## src/rtl/rbm_pkg.sv

```systemverilog
package rbm_pkg;
  typedef struct packed {
    logic       is_exp;
    logic [1:0] page;
  } qmap_t;

  function automatic qmap_t map_quarter(input logic [2:0] cfg, input logic [1:0] q);
    qmap_t m;
    m.is_exp = 1'b0;
    m.page   = q;
    case (cfg)
      3'd0: ;
      3'd1: if (q == 2'd3) m.is_exp = 1'b1;
      3'd2: m.is_exp = 1'b1;
      3'd3: begin
        if (q == 2'd1) m.page = 2'd3;
        if (q == 2'd3) m.is_exp = 1'b1;
      end
      default: if (q == 2'd1) begin
        m.is_exp = 1'b1;
        m.page   = cfg[1:0];
      end
    endcase
    return m;
  endfunction
endpackage

```

## src/rtl/rbm_select_reg.sv

```systemverilog
module rbm_select_reg #(
  parameter int AW     = 16,
  parameter int DW     = 8,
  parameter int BANK_W = 6,
  parameter int CFG_W  = 3
) (
  input  logic              clk,
  input  logic              rst,
  input  logic [AW-1:0]     addr,
  input  logic [DW-1:0]     data,
  input  logic              io_req,
  input  logic              wr_req,
  output logic [BANK_W-1:0] bank_q,
  output logic [CFG_W-1:0]  cfg_q
);
  localparam int LO_W = 3;
  localparam int HI_W = BANK_W - LO_W;

  logic hit;
  logic [BANK_W-1:0] bank_d;

  assign hit    = io_req && wr_req && !addr[AW-1] && (data[DW-1 -: 2] == 2'b11);
  assign bank_d = {~addr[8 +: HI_W], data[CFG_W +: LO_W]};

  always_ff @(posedge clk) begin
    if (rst) begin
      bank_q <= '0;
      cfg_q  <= '0;
    end else if (hit) begin
      bank_q <= bank_d;
      cfg_q  <= data[CFG_W-1:0];
    end
  end

  assert_load_R2: assert property (@(posedge clk) disable iff (rst)
    (io_req && wr_req && !addr[AW-1] && data[DW-1 -: 2] == 2'b11)
    |=> (cfg_q == $past(data[CFG_W-1:0]) && bank_q[LO_W-1:0] == $past(data[CFG_W +: LO_W])));
  assert_qual_ignored_R3: assert property (@(posedge clk) disable iff (rst)
    (data[DW-1 -: 2] != 2'b11) |=> ($stable(bank_q) && $stable(cfg_q)));
  assert_hi_addr_ignored_R4: assert property (@(posedge clk) disable iff (rst)
    (addr[AW-1] || !io_req || !wr_req) |=> ($stable(bank_q) && $stable(cfg_q)));
  assert_upper_inv_R6: assert property (@(posedge clk) disable iff (rst)
    (io_req && wr_req && !addr[AW-1] && data[DW-1 -: 2] == 2'b11)
    |=> (bank_q[BANK_W-1:LO_W] == ~$past(addr[8 +: HI_W])));
endmodule

```

## src/rtl/rbm_page_map.sv

```systemverilog
module rbm_page_map #(
  parameter int CFG_W = 3
) (
  input  logic [CFG_W-1:0] cfg,
  input  logic             bank_ok,
  input  logic [1:0]       quarter,
  output rbm_pkg::qmap_t   qmap
);
  import rbm_pkg::*;
  localparam int NQ = 4;

  qmap_t tbl [NQ];

  for (genvar g = 0; g < NQ; g++) begin : g_quarter
    always_comb begin
      if (bank_ok) tbl[g] = map_quarter(cfg, 2'(g));
      else begin
        tbl[g].is_exp = 1'b0;
        tbl[g].page   = 2'(g);
      end
    end
  end

  assign qmap = tbl[quarter];
endmodule

```

## src/rtl/rbm_addr_out.sv

```systemverilog
module rbm_addr_out #(
  parameter int BANK_W = 6,
  parameter int OFS_W  = 14,
  parameter int PA_W   = BANK_W + 2 + OFS_W
) (
  input  logic              clk,
  input  logic              rst,
  input  logic [OFS_W-1:0]  offset,
  input  logic [BANK_W-1:0] bank,
  input  rbm_pkg::qmap_t    qmap,
  output logic [PA_W-1:0]   phys_addr,
  output logic              exp_sel
);
  logic [BANK_W-1:0] hi;
  assign hi = qmap.is_exp ? bank : '0;

  always_ff @(posedge clk) begin
    if (rst) begin
      phys_addr <= '0;
      exp_sel   <= 1'b0;
    end else begin
      phys_addr <= {hi, qmap.page, offset};
      exp_sel   <= qmap.is_exp;
    end
  end

  assert_offset_R9: assert property (@(posedge clk) disable iff (rst)
    1'b1 |=> (phys_addr[OFS_W-1:0] == $past(offset)));
  assert_base_upper_R9: assert property (@(posedge clk) disable iff (rst)
    !exp_sel |-> (phys_addr[PA_W-1 -: BANK_W] == '0));
endmodule

```

## src/rtl/ram_bank_mapper.sv

```systemverilog
module ram_bank_mapper #(
  parameter int AW      = 16,
  parameter int DW      = 8,
  parameter int BANK_W  = 6,
  parameter int CFG_W   = 3,
  parameter int BANK_LO = 0,
  parameter int BANK_HI = 31,
  parameter int OFS_W   = AW - 2,
  parameter int PA_W    = BANK_W + 2 + OFS_W
) (
  input  logic            clk,
  input  logic            rst,
  input  logic [AW-1:0]   cpu_addr,
  input  logic [DW-1:0]   cpu_data,
  input  logic            io_req,
  input  logic            wr_req,
  output logic [PA_W-1:0] phys_addr,
  output logic            exp_sel
);
  import rbm_pkg::*;

  logic [BANK_W-1:0] bank_q;
  logic [CFG_W-1:0]  cfg_q;
  logic              bank_ok;
  qmap_t             qmap;

  rbm_select_reg #(.AW(AW), .DW(DW), .BANK_W(BANK_W), .CFG_W(CFG_W)) u_reg (
    .clk(clk), .rst(rst), .addr(cpu_addr), .data(cpu_data),
    .io_req(io_req), .wr_req(wr_req), .bank_q(bank_q), .cfg_q(cfg_q)
  );

  assign bank_ok = (int'(bank_q) >= BANK_LO) && (int'(bank_q) <= BANK_HI);

  rbm_page_map #(.CFG_W(CFG_W)) u_map (
    .cfg(cfg_q), .bank_ok(bank_ok), .quarter(cpu_addr[AW-1 -: 2]), .qmap(qmap)
  );

  rbm_addr_out #(.BANK_W(BANK_W), .OFS_W(OFS_W), .PA_W(PA_W)) u_out (
    .clk(clk), .rst(rst), .offset(cpu_addr[OFS_W-1:0]), .bank(bank_q),
    .qmap(qmap), .phys_addr(phys_addr), .exp_sel(exp_sel)
  );

  assert_range_R10: assert property (@(posedge clk) disable iff (rst)
    exp_sel |-> (int'($past(bank_q)) >= BANK_LO && int'($past(bank_q)) <= BANK_HI));
  assert_exp_bank_R9: assert property (@(posedge clk) disable iff (rst)
    exp_sel |-> (phys_addr[PA_W-1 -: BANK_W] == $past(bank_q)));
  assert_cfg0_base_R7: assert property (@(posedge clk) disable iff (rst)
    (cfg_q == '0) |=> !exp_sel);
endmodule

```

## config.mk

```make
export PLATFORM = sky130hd
export DESIGN_NAME = ram_bank_mapper
export DESIGN_NICKNAME = d
export VERILOG_FILES = /design/src/rtl/rbm_pkg.sv /design/src/rtl/rbm_select_reg.sv /design/src/rtl/rbm_page_map.sv /design/src/rtl/rbm_addr_out.sv /design/src/rtl/ram_bank_mapper.sv
export SDC_FILE = /design/constraint.sdc
export NUM_CORES = 1
export LEC_CHECK = 0
export BUFFER_PORTS_ARGS = -buffer_cell sky130_fd_sc_hd__clkbuf_2
export CAP_MARGIN = 20
export CORE_MARGIN = 3
export CORE_UTILIZATION = 42
export CTS_BUF_LIST = sky130_fd_sc_hd__clkbuf_4
export DETAILED_ROUTE_END_ITERATION = 7
export GPL_TIMING_DRIVEN = 0
export PLACE_DENSITY = 0.76
export SKIP_LAST_GASP = 1
export SLEW_MARGIN = 5
export SYNTH_ARGS = -nofsm -noshare
export SYNTH_HDL_FRONTEND = slang
export SYNTH_SLANG_ARGS = --single-unit
```

## constraint.sdc

```tcl
create_clock -name clk -period 1.33 [get_ports clk]
set_clock_uncertainty 0.1 [all_clocks]
set_input_delay 0.0665 -clock clk [delete_from_list [all_inputs] [get_ports clk]]
set_output_delay 0.0665 -clock clk [all_outputs]
set_load 0.005 [all_outputs]
```

Word level (Yosys, flattened, before mapping)
Cells that the tools add are included.
{"block": "word_totals", "reg_bits": 32, "input_bits": 28, "out_inout_bits": 23, "word_cells": 34}
{"block": "classes", "magnitude_cmp": 2, "eq_ne": 4, "n_mux": 11, "bitwise": 3, "reduce_logical": 9}
{"operator": "$mux 3", "count": 6}
{"operator": "$reduce_or 3->1", "count": 3}
{"operator": "$bmux 3 s2", "count": 1}
{"operator": "$eq 3x2->1 const B", "count": 2}
{"operator": "$le 6x5->1 const B", "count": 1}
{"operator": "$pmux 2 s2", "count": 1}
{"operator": "$eq 3x1->1 const B", "count": 1}
{"operator": "$ge 3x3->1 const B", "count": 1}
{"operator": "$logic_and 1x1->1", "count": 3}
{"operator": "$logic_not 3->1", "count": 1}
{"operator": "$mux 1", "count": 3}
{"operator": "$not 2->3", "count": 1}
{"operator": "$not 3->3", "count": 1}
{"operator": "$eq 2x2->1 const B", "count": 1}
{"operator": "$reduce_or 2->1", "count": 1}
{"operator": "$logic_not 1->1", "count": 1}
{"operator": "$not 1->1", "count": 1}

Longest topological paths before layout
Gate-level depths: netlist of run 1.
{"block": "depth", "depth_word": 9, "depth_mapped": 3, "ltp_nobuf": 3}

Modules after synthesis
Synthesis of run 1 repeated with hierarchy kept, for this count alone.
{"block": "hier_totals", "hier_cells": 98, "hier_area_um2": 1123.6}
{"module": "rbm_addr_out", "instances": 1, "cells_per_inst": 48, "area_each_um2": 631.9, "seq_area_each_um2": 460.4}
{"module": "rbm_select_reg", "instances": 1, "cells_per_inst": 40, "area_each_um2": 422.9, "seq_area_each_um2": 180.2}
{"module": "rbm_page_map", "instances": 1, "cells_per_inst": 9, "area_each_um2": 65.1, "seq_area_each_um2": 0.0}
{"module": "ram_bank_mapper", "instances": 1, "cells_per_inst": 1, "area_each_um2": 3.8, "seq_area_each_um2": 0.0}

Worst setup path after synthesis of run 1
No wires, ideal clock.
{"block": "synth_timing", "path_type": "register to register", "start": "reg u_reg.cfg_q[0]", "end": "reg u_out.phys_addr[16]", "setup_time_ns": 0.080, "t_arrival_ns": 1.073, "required_time_ns": 1.150, "slack_ns": 0.077, "path_stages_with_launch": 4, "period_less_slack_ns": 1.253, "cell_sequence": "dfxtp_1 nor2b_2 a2111o_1 nor3b_1"}
{"block": "synth_between", "elab_chain_len": 9, "elab_cells_between_ends": 18, "classes_between": "eq/ne (3); mux (10); bitwise (1); reduce/logical (4)"}
{"element": "from (decl)", "line": "rbm_select_reg.sv:14", "source": "output logic [CFG_W-1:0] cfg_q"}
{"element": "from (signal assigned)", "line": "rbm_select_reg.sv:31", "source": "cfg_q <= data[CFG_W-1:0];"}
{"element": "$eq 3x2->1, or another cell as far along", "line": "rbm_pkg.sv:11", "source": "case (cfg)"}
{"element": "$reduce_or 3->1 (no line)"}
{"element": "$mux 1"}
{"element": "$mux 3", "line": "rbm_page_map.sv:16", "source": "if (bank_ok) tbl[g] = map_quarter(cfg, 2'(g));"}
{"element": "$bmux 3 s2 *", "line": "rbm_page_map.sv:24", "source": "assign qmap = tbl[quarter];"}
{"element": "$mux 3 (implied by the code) * (2 in a row)", "line": "rbm_page_map.sv:24"}
{"element": "$not 1->1 (no line) *"}
{"element": "$reduce_or 2->1 (no line) *"}
{"element": "to (signal assigned)", "line": "rbm_addr_out.sv:22", "source": "phys_addr <= {hi, qmap.page, offset};"}
{"element": "to (decl)", "line": "rbm_addr_out.sv:11", "source": "output logic [PA_W-1:0] phys_addr,"}
Every way passes the cells marked *; elsewhere a longest branch is shown, timed or not. The select of a mux whose other input is x is not followed.
A chain may end at the register's enable or synchronous reset.

Worst setup path in the final report of run 1
{"block": "layout_timing", "start": "reg u_reg.cfg_q[0]", "end": "reg u_out.phys_addr[19]"}
Same word-level chain as after synthesis.

==> results of run 1 <==
-- how the worst max path moves through the flow --
stage | from | end | depth (start not counted)
CTS | u_reg.cfg_q[0]$_SDFFE_PP0P_ | u_out.phys_addr[16]$_SDFF_PP0_ | 3
finish | u_reg.cfg_q[0]$_SDFFE_PP0P_ | u_out.phys_addr[19]$_SDFF_PP0_ | 4
global route | u_reg.cfg_q[0]$_SDFFE_PP0P_ | u_out.phys_addr[19]$_SDFF_PP0_ | 3
detailed placement | u_reg.cfg_q[0]$_SDFFE_PP0P_ | u_out.phys_addr[19]$_SDFF_PP0_ | 3
floorplan | u_reg.cfg_q[0]$_SDFFE_PP0P_ | u_out.phys_addr[16]$_SDFF_PP0_ | 3
global placement | u_reg.cfg_q[0]$_SDFFE_PP0P_ | u_out.phys_addr[19]$_SDFF_PP0_ | 3
-- state kept, by name, summed over array words and instances, names as in the netlist --
register         count
u_out.exp_sel        1
u_out.phys_addr     22
u_reg.bank_q         6
u_reg.cfg_q          3
-- cells by family (layout without fill, tap and decap cells) --
logic type	count (synthesis)	in the layout	share of synthesized area (%)
simple gates	45	45	26.3
flops	32	32	59.8
mux	9	9	8.76
buf+inv	5	86	1.75
compound gates	4	4	3.04
other cells	1	1	0.350
-- cells in the mapped netlist (all sizes together) --
| cell | instances |
|---|---|
| conb | 1 |
| clkbuf | 3 |
| mux2 | 3 |
| nand4 | 1 |
| nor3b | 6 |
| dfxtp | 32 |
| o2111ai | 1 |
| nor2b | 18 |
| a2111o | 1 |
| a211oi | 1 |
| nor2 | 6 |
| nor4b | 1 |
| mux2i | 6 |
| inv | 2 |
| nand2b | 13 |
| a21oi | 1 |
-- worst max-delay path, cell delays in order (launching register included) --
cell,delay [ns]
dfxtp_4,0.36
buf_4,0.14
nor2b_1,0.07
a211oi_4,0.37
nor3b_2,0.09
-- timing repair --
item                                    4_1_cts  5_1_grt
buffers inserted                              1        0
pin swaps                                     2        3
endpoints found under the setup margin        6        6
hold endpoints to repair                     25        0
gates cloned                                  0        0
hold buffers                                 22        0
gates resized for setup                      10        1
-- where the power goes --
| group | internal, W | switching, W | leakage, nW |
|---|---|---|---|
| Combinational | 0.000119 | 0.0000738 | 0.450 |
| Sequential | 0.000987 | 0.00000938 | 0.264 |
| Clock | 0.000244 | 0.000310 | 0.0338 |
| Total | 0.00135 | 0.000393 | 0.747 |
-- routing by layer --
layer	vias up	track usage, %	wire, um
li1	469	-	-
met4	0	8.14	59
met5	-	0	0
met3	8	4.37	168
met2	35	29.2	1210
met1	408	17.5	1010
-- final cells by class --
class                           count  area (um^2)
Clock buffer                        7         52.6
Sequential cell                    32          646
Tap cell                           28         35.0
Clock inverter                      1         3.75
Fill cell                         158          631
Buffer                              3         11.3
Multi-Input combinational cell     59          454
Inverter                            2         7.51
Timing Repair Buffer               73          478
-- stage by stage --
step	std cells	setup TNS, ns
6_report	205	0
5_1_grt	205	-0.0104
4_1_cts	205	-0.0106
3_5_place_dp	174	-0.954
3_3_place_gp	174	-0.817
2_1_floorplan	96	0
==> results by group, run 1 <==
Critical path
  – Reg2reg end: u_out.phys_addr[19]$_SDFF_PP0_
  – Crit path max fanout: 6
  – CP Data Required Time: 1.43 ns
  – Critical Path Start Type: flop
  – CP Class: reg2reg
  – Crit. End Element: flop
  – Worst Reg2Reg Path Length in Cells: 4
  – Worst r2r src: u_reg.cfg_q[0]$_SDFFE_PP0P_
  – CP arrival: 1.35 ns
  – Setup slack, reg-to-reg: 0.07 ns

Synthesis
  – Number of synthesized register bits: 32
  – YS warnings: 0
  – Post-synth top area share: 59.8%
  – Cell taking the most area after synthesis: dfxtp_1
  – Gate Count Post-Synth: 96
  – Post-synthesis cell type count: 18
  – Mapped cell area: 0.00107 mm^2
  – Syn_area_per_cell: 11.2 um^2
  – Top post-synthesis cells by area: dfxtp_1, nor2b_1, nand2b_1
  – Post-synth net total: 124
  – Sequential fraction of the synthesis area: 59.8%

Finish
  – Nets: 204
  – Final core occ: 72.8%
  – Most frequent cells in the layout: clkbuf_2, dfxtp_1, dlygate4sd3_1
  – Post-route cell area: 0.00169 mm^2
  – Share of layout cells above drive strength 1: 40.1%
  – Area growth syn-to-layout: 57.6%
  – Most common cell after layout, fill and taps aside: clkbuf_2
  – # diodes: 0

Floorplanning
  – Core box area: 0.00232 mm^2
  – Starting Density: 46.2%
  – Die X: 56.5 um
  – Row cnt: 17
  – Die area: 0.00319 mm^2
  – DIE HEIGHT: 56.5 um
  – # IOs: 51

Placed design
  – Dpl hpwl: 1580 um
  – Pre-CTS WS: -0.172 ns
  – Port Buffer Count: 50
  – Placer Congestion: 0.704
  – Post-placement cell area: 0.00136 mm^2

Min path
  – Hold path startpoint: rst
  – Worst Hold End: u_reg.bank_q[0]$_SDFFE_PP0P_
  – Hold crit path type: in2reg
  – Min-Delay Path Depth: 3

CTS
  – H-tree levels: 2
  – CTS tree: done
  – Deepest clock path buffer count: 2
  – Clock Sinks: 32
  – Cts bufs inserted: 5
  – CTS Root Cell: clkbuf_4
  – Clock Latency Late Sink: 0.32 ns
  – Clk slew on worst S/H paths: 0.10 ns

Pwr
  – Max VDD drop: 0.000761 V
  – Overall power: 0.00174 W
  – PwrDens: 1030 mW/mm^2
  – Pleak: 0.747 nW

Detailed routing
  – Detail Route Antenna Nets: 0
  – Drt total wl: 2450 um
  – DRC errors left: 0
  – Routed vias: 920
  – Via-per-instance ratio: 4.49
  – Detailed router's first-iteration violation count: 18
  – WL per Instance: 12.0 um
  – Pre-Repair DR Iteration Count: 4

STA
  – Slew margin rel.: 64.6%
  – Max Slew Vio Count: 0
  – Final setup fails: 0
  – RSZ-0062 raised after global routing: yes
  – Worst slew pin tran: 0.530 ns
  – WHS: 0.0386 ns
  – Fin crit period: 1.26 ns
  – Tcrit/Tclk final: 94.7%
  – Fin worst setup slack: 0.0711 ns
  – Peak Freq: 794 MHz
  – Final Hold Viols: 0

Global route
  – Total global routing overflow: 0
  – Initial antenna violation count: 0
  – Vias in the first global route: 975
  – Total Routing Usage GR: 16.4%
  – Largest net degree at the start of global routing: 11
  – First-pass GRT wire length: 4060 um

Flow run
  – Max-cap viol count: 0

Status
  – Status: complete, no violations
Power figures use the tool's default switching activity.
==> inputs of run 2 (changes only) <==
GPL_TIMING_DRIVEN = not set   (was 0)
==> results by group, run 2 (synthesized netlist as in run 1, its figures left out) <==
Status
  – Status: complete, no violations

CTS
  – H-tree levels: 2
  – CTS tree: done
  – Deepest clock path buffer count: 2
  – Post CTS Setup Buffer Count: 0
  – Clock Latency Late Sink: 0.32 ns
  – CTS Root Cell: clkbuf_4
  – Clk slew on worst S/H paths: 0.09 ns
  – Clock Sinks: 32
  – Cts bufs inserted: 5

Global route
  – First-pass GRT wire length: 4040 um
  – Total global routing overflow: 0
  – Vias in the first global route: 967
  – Total Routing Usage GR: 16.8%
  – Largest net degree at the start of global routing: 24
  – Initial antenna violation count: 0

Detailed routing
  – DRC errors left: 0
  – Detailed router's first-iteration violation count: 18
  – WL per Instance: 11.8 um
  – Pre-Repair DR Iteration Count: 4
  – Drt total wl: 2400 um
  – Via-per-instance ratio: 4.65
  – Detail Route Antenna Nets: 0
  – Routed vias: 949

Floorplanning
  – # IOs: 51
  – Row cnt: 17
  – DIE HEIGHT: 56.5 um
  – Die X: 56.5 um
  – Core box area: 0.00232 mm^2
  – Die area: 0.00319 mm^2
  – Starting Density: 46.2%

STA
  – Max Slew Vio Count: 0
  – RSZ-0062 raised after global routing: yes
  – Tcrit/Tclk final: 96.5%
  – Fin crit period: 1.28 ns
  – Final Hold Viols: 0
  – Final setup TNS: 0 ns
  – Peak Freq: 779 MHz
  – Final setup fails: 0

Critical path
  – CP arrival: 1.43 ns
  – Setup slack, reg-to-reg: 0.05 ns
  – Worst r2r src: u_reg.cfg_q[0]$_SDFFE_PP0P_
  – Critical Path Start Type: flop
  – Crit. End Element: flop
  – Worst Reg2Reg Path Length in Cells: 3
  – Reg2reg end: u_out.phys_addr[16]$_SDFF_PP0_
  – Crit path max fanout: 6
  – CP Class: reg2reg
  – CP Data Required Time: 1.48 ns

Finish
  – Biggest regs: u_out.phys_addr: 22 flops, u_reg.bank_q: 6 flops, u_reg.cfg_q: 3 flops
  – Most common cell after layout, fill and taps aside: clkbuf_2
  – Fill count: 179
  – Post-route cell area: 0.00166 mm^2
  – Share of layout cells above drive strength 1: 37.5%
  – Largest register FFs: 22
  – Most frequent cells in the layout: clkbuf_2, dfxtp_1, dlygate4sd3_1
  – Most flops, register: u_out.phys_addr
  – # diodes: 0
  – Nets: 204
  – Area growth syn-to-layout: 55.3%

Min path
  – Hold crit path type: in2reg
  – Hold path startpoint: cpu_addr[15]
  – Worst Hold End: u_out.phys_addr[14]$_SDFF_PP0_
  – Min-Delay Path Depth: 3

Placed design
  – Port Buffer Count: 50
  – Placer Congestion: 0.781
  – Dpl hpwl: 1600 um
  – Post-placement cell area: 0.00139 mm^2

Pwr
  – PwrDens: 1010 mW/mm^2
  – Pleak: 0.749 nW
  – Max VDD drop: 0.000844 V

Flow run
  – Max-cap viol count: 0
==> run 2: worst max path at each step <==
stage                                      startpoint                              to
after floorplan           u_reg.cfg_q[0]$_SDFFE_PP0P_  u_out.phys_addr[16]$_SDFF_PP0_
after global placement    u_reg.cfg_q[0]$_SDFFE_PP0P_  u_out.phys_addr[20]$_SDFF_PP0_
after detailed placement  u_reg.cfg_q[0]$_SDFFE_PP0P_  u_out.phys_addr[16]$_SDFF_PP0_
after CTS                 u_reg.cfg_q[0]$_SDFFE_PP0P_  u_out.phys_addr[19]$_SDFF_PP0_
after global routing      u_reg.cfg_q[0]$_SDFFE_PP0P_  u_out.phys_addr[16]$_SDFF_PP0_
final                     u_reg.cfg_q[0]$_SDFFE_PP0P_  u_out.phys_addr[16]$_SDFF_PP0_
==> run 2: cell type report <==
type	instances	area (um^2)	area share, %
clock inverters	2	7.51	0.451
flip-flops and latches	32	641	38.5
inverters	2	7.51	0.451
multi-input cells	59	422	25.4
clock buffers	5	37.5	2.26
repair buffers	76	513	30.9
well taps	28	35.0	2.11
==> run 2: stage by stage <==
step	setup WS, ns	utilization (%)	hold WS, ns	power [W]	instances
floorplan	0.0767	-	0.0947	0.00108	96
global placement	0.0908	59.8	0.175	0.00116	175
detailed placement	0.0476	59.8	0.183	0.00116	175
CTS	0.0298	71.3	0.0193	0.00170	204
global route	0.00655	71.7	0.0654	0.00176	204
finish	0.0462	71.7	0.0392	0.00167	204
==> run 2: worst max-delay path: stages, from the launching register on <==
cell and delay [ns]:
dfxtp_1 0.32, nor2b_2 0.14, a2111o_1 0.44, nor3b_1 0.20
==> run 2: where the power goes <==
| group | leakage (nW) | internal (W) | total [W] | switching, W |
|---|---|---|---|---|
| combinational | 0.460 | 0.000123 | 0.000194 | 0.0000702 |
| clock | 0.0261 | 0.000184 | 0.000483 | 0.000299 |
| sequential | 0.263 | 0.000989 | 0.000998 | 0.00000932 |
==> run 2: repair_timing <==
item                                   4_1_cts  5_1_grt
hold buffers                                22        0
setup endpoints to repair                    0        4
resized for setup                            0        2
endpoints found under the hold margin       25        0
==> run 2: routing by layer <==
metal / vias up / share of wire (%) / global-route usage [%]
li1: 472 / - / -
met1: 438 / 40 / 16.9
met2: 34 / 52 / 29.7
met3: 5 / 6.6 / 7.59
met4: 0 / 2.0 / 6.78
met5: - / 0 / 0
==> inputs of run 3 (changes only) <==
CORE_UTILIZATION = 50   (was 42)
PLACE_DENSITY = 0.85   (was 0.76)
clock period = 1.6 ns   (was 1.33 ns; I/O delays follow)
==> results by group, run 3 (synthesized netlist as in run 1, its figures left out) <==
Status
  – Status: complete, no violations

Placed design
  – Placed Cells: 174
  – Post-placement cell area: 0.00137 mm^2
  – Port Buffer Count: 50
  – Dpl hpwl: 1630 um
  – Placer Congestion: 0.837

Floorplanning
  – Die area: 0.00273 mm^2
  – Die X: 52.3 um
  – Starting Density: 53.5%
  – # IOs: 51
  – Row cnt: 16
  – DIE HEIGHT: 52.3 um
  – Core box area: 0.00200 mm^2

STA
  – Tcrit/Tclk final: 95.4%
  – Peak Freq: 655 MHz
  – Max Slew Vio Count: 0
  – Fin crit period: 1.53 ns
  – Final setup TNS: 0 ns
  – Final Hold Viols: 0
  – Final setup fails: 0
  – RSZ-0062 raised after global routing: no

CTS
  – Deepest clock path buffer count: 2
  – Post-CTS Resized: 0
  – Clock Latency Late Sink: 0.32 ns
  – CTS tree: done
  – Clock Sinks: 32
  – Clk slew on worst S/H paths: 0.09 ns
  – Post CTS Setup Buffer Count: 0
  – Cts bufs inserted: 5
  – H-tree levels: 2
  – CTS Root Cell: clkbuf_4

Critical path
  – Critical Path Start Type: primary input
  – CP arrival: 1.67 ns
  – CP Class: in2reg
  – Crit path max fanout: 6
  – Crit. End Element: flop
  – Worst Reg2Reg Path Length in Cells: 3
  – CP Data Required Time: 1.74 ns

Pwr
  – PwrDens: 861 mW/mm^2
  – NetSw: 0.000321 W
  – Flop pwr share: 58.3%
  – Clk pwr share: 30.1%
  – Switching Fraction: 22.6%
  – Max VDD drop: 0.000591 V
  – Pint: 0.00110 W
  – Gate power share: 11.6%
  – Overall power: 0.00142 W
  – Pleak: 0.755 nW

Global route
  – Vias in the first global route: 1016
  – First-pass GRT wire length: 4550 um
  – Largest net degree at the start of global routing: 18
  – Initial antenna violation count: 0
  – Total Routing Usage GR: 23.3%
  – Total global routing overflow: 0

Finish
  – Nets: 205
  – # diodes: 0
  – Fill count: 112
  – Most frequent cells in the layout: clkbuf_2, dfxtp_1, dlygate4sd3_1
  – Fin cells: 204
  – Most common cell after layout, fill and taps aside: clkbuf_2
  – Largest register FFs: 22
  – Biggest regs: u_out.phys_addr: 22 flops, u_reg.bank_q: 6 flops, u_reg.cfg_q: 3 flops
  – Final core occ: 82.6%
  – Most flops, register: u_out.phys_addr
  – Area growth syn-to-layout: 54.4%
  – Post-route cell area: 0.00165 mm^2
  – Share of layout cells above drive strength 1: 37.3%

Min path
  – Hold crit path type: in2reg
  – Min-Delay Path Depth: 3

Flow run
  – Max-cap viol count: 0

Detailed routing
  – Routed vias: 978
  – Pre-Repair DR Iteration Count: 4
  – DRC errors left: 0
  – WL per Instance: 13.2 um
  – Via-per-instance ratio: 4.79
  – Drt total wl: 2700 um
  – Detailed router's first-iteration violation count: 9
  – Detail Route Antenna Nets: 0
==> run 3: cell count changes in the layout (fill, tap and decap cells not counted) <==
cell           change
nor3b_2            -2
dlygate4sd3_1      +1
buf_12             -1
clkinv_2           +1
clkbuf_4           +1
buf_4              +1
clkinv_1           -2
nor3b_1            +2
==> run 3: layout make-up <==
| class | instances | area, um^2 | share of cell area, % |
|---|---|---|---|
| Clock buffer | 6 | 45.0 | 2.72 |
| Timing Repair Buffer | 77 | 510 | 30.9 |
| Multi-Input combinational cell | 59 | 412 | 24.9 |
| Inverter | 2 | 7.51 | 0.454 |
| Tap cell | 27 | 33.8 | 2.04 |
| Sequential cell | 32 | 641 | 38.7 |
| Clock inverter | 1 | 5.00 | 0.303 |
==> run 3: routing by layer <==
layer / GRT usage [%] / vias up / part of all wire, % / wire length, um
met1: 23.0 / 463 / 39 / 1040
li1: - / 473 / - / -
met5: 0 / - / 0 / 0
met3: 7.69 / 5 / 6.3 / 170
met4: 8.94 / 0 / 1.8 / 49
met2: 44.0 / 37 / 53 / 1440
==> run 3: what timing repair did <==
action	4_1_cts	5_1_grt
endpoints found under the setup margin	0	0
hold buffers	23	0
endpoints found under the hold margin	24	0
==> run 3: worst paths after layout <==
| check | to | slack (ns) | startpoint |
|---|---|---|---|
| worst max-delay path | u_out.phys_addr[17]$_SDFF_PP0_ | 0.07 | cpu_addr[15] |
| worst min-delay path | u_out.phys_addr[10]$_SDFF_PP0_ | 0.06 | rst |
| worst min register to register | u_out.phys_addr[16]$_SDFF_PP0_ | 0.38 | u_reg.bank_q[0]$_SDFFE_PP0P_ |
| worst max register to register | u_out.phys_addr[15]$_SDFF_PP0_ | 0.15 | u_reg.cfg_q[2]$_SDFFE_PP0P_ |
==> run 3: worst max-delay path, cell delays in order <==
cell and delay [ns]:
dlygate4sd3_1 0.53, clkbuf_2 0.15, nand2b_1 0.16, a2111o_1 0.52
nor3b_1 0.23
==> run 3: power by group through the flow <==
stage               logic [W]  clock network [W]  registers, W
detailed placement   0.000117                  0      0.000848
global route         0.000183           0.000462      0.000833
CTS                  0.000161           0.000435      0.000829
floorplan           0.0000427                  0      0.000851
finish               0.000165           0.000428      0.000830
global placement     0.000112                  0      0.000847
==> run 3: stage by stage <==
step           hold WS (ns)  worst slack, ns
2_1_floorplan         0.108            0.347
5_1_grt              0.0530          0.00333
6_report             0.0590           0.0738
4_1_cts              0.0384            0.115
3_5_place_dp          0.193            0.215
3_3_place_gp          0.188            0.289
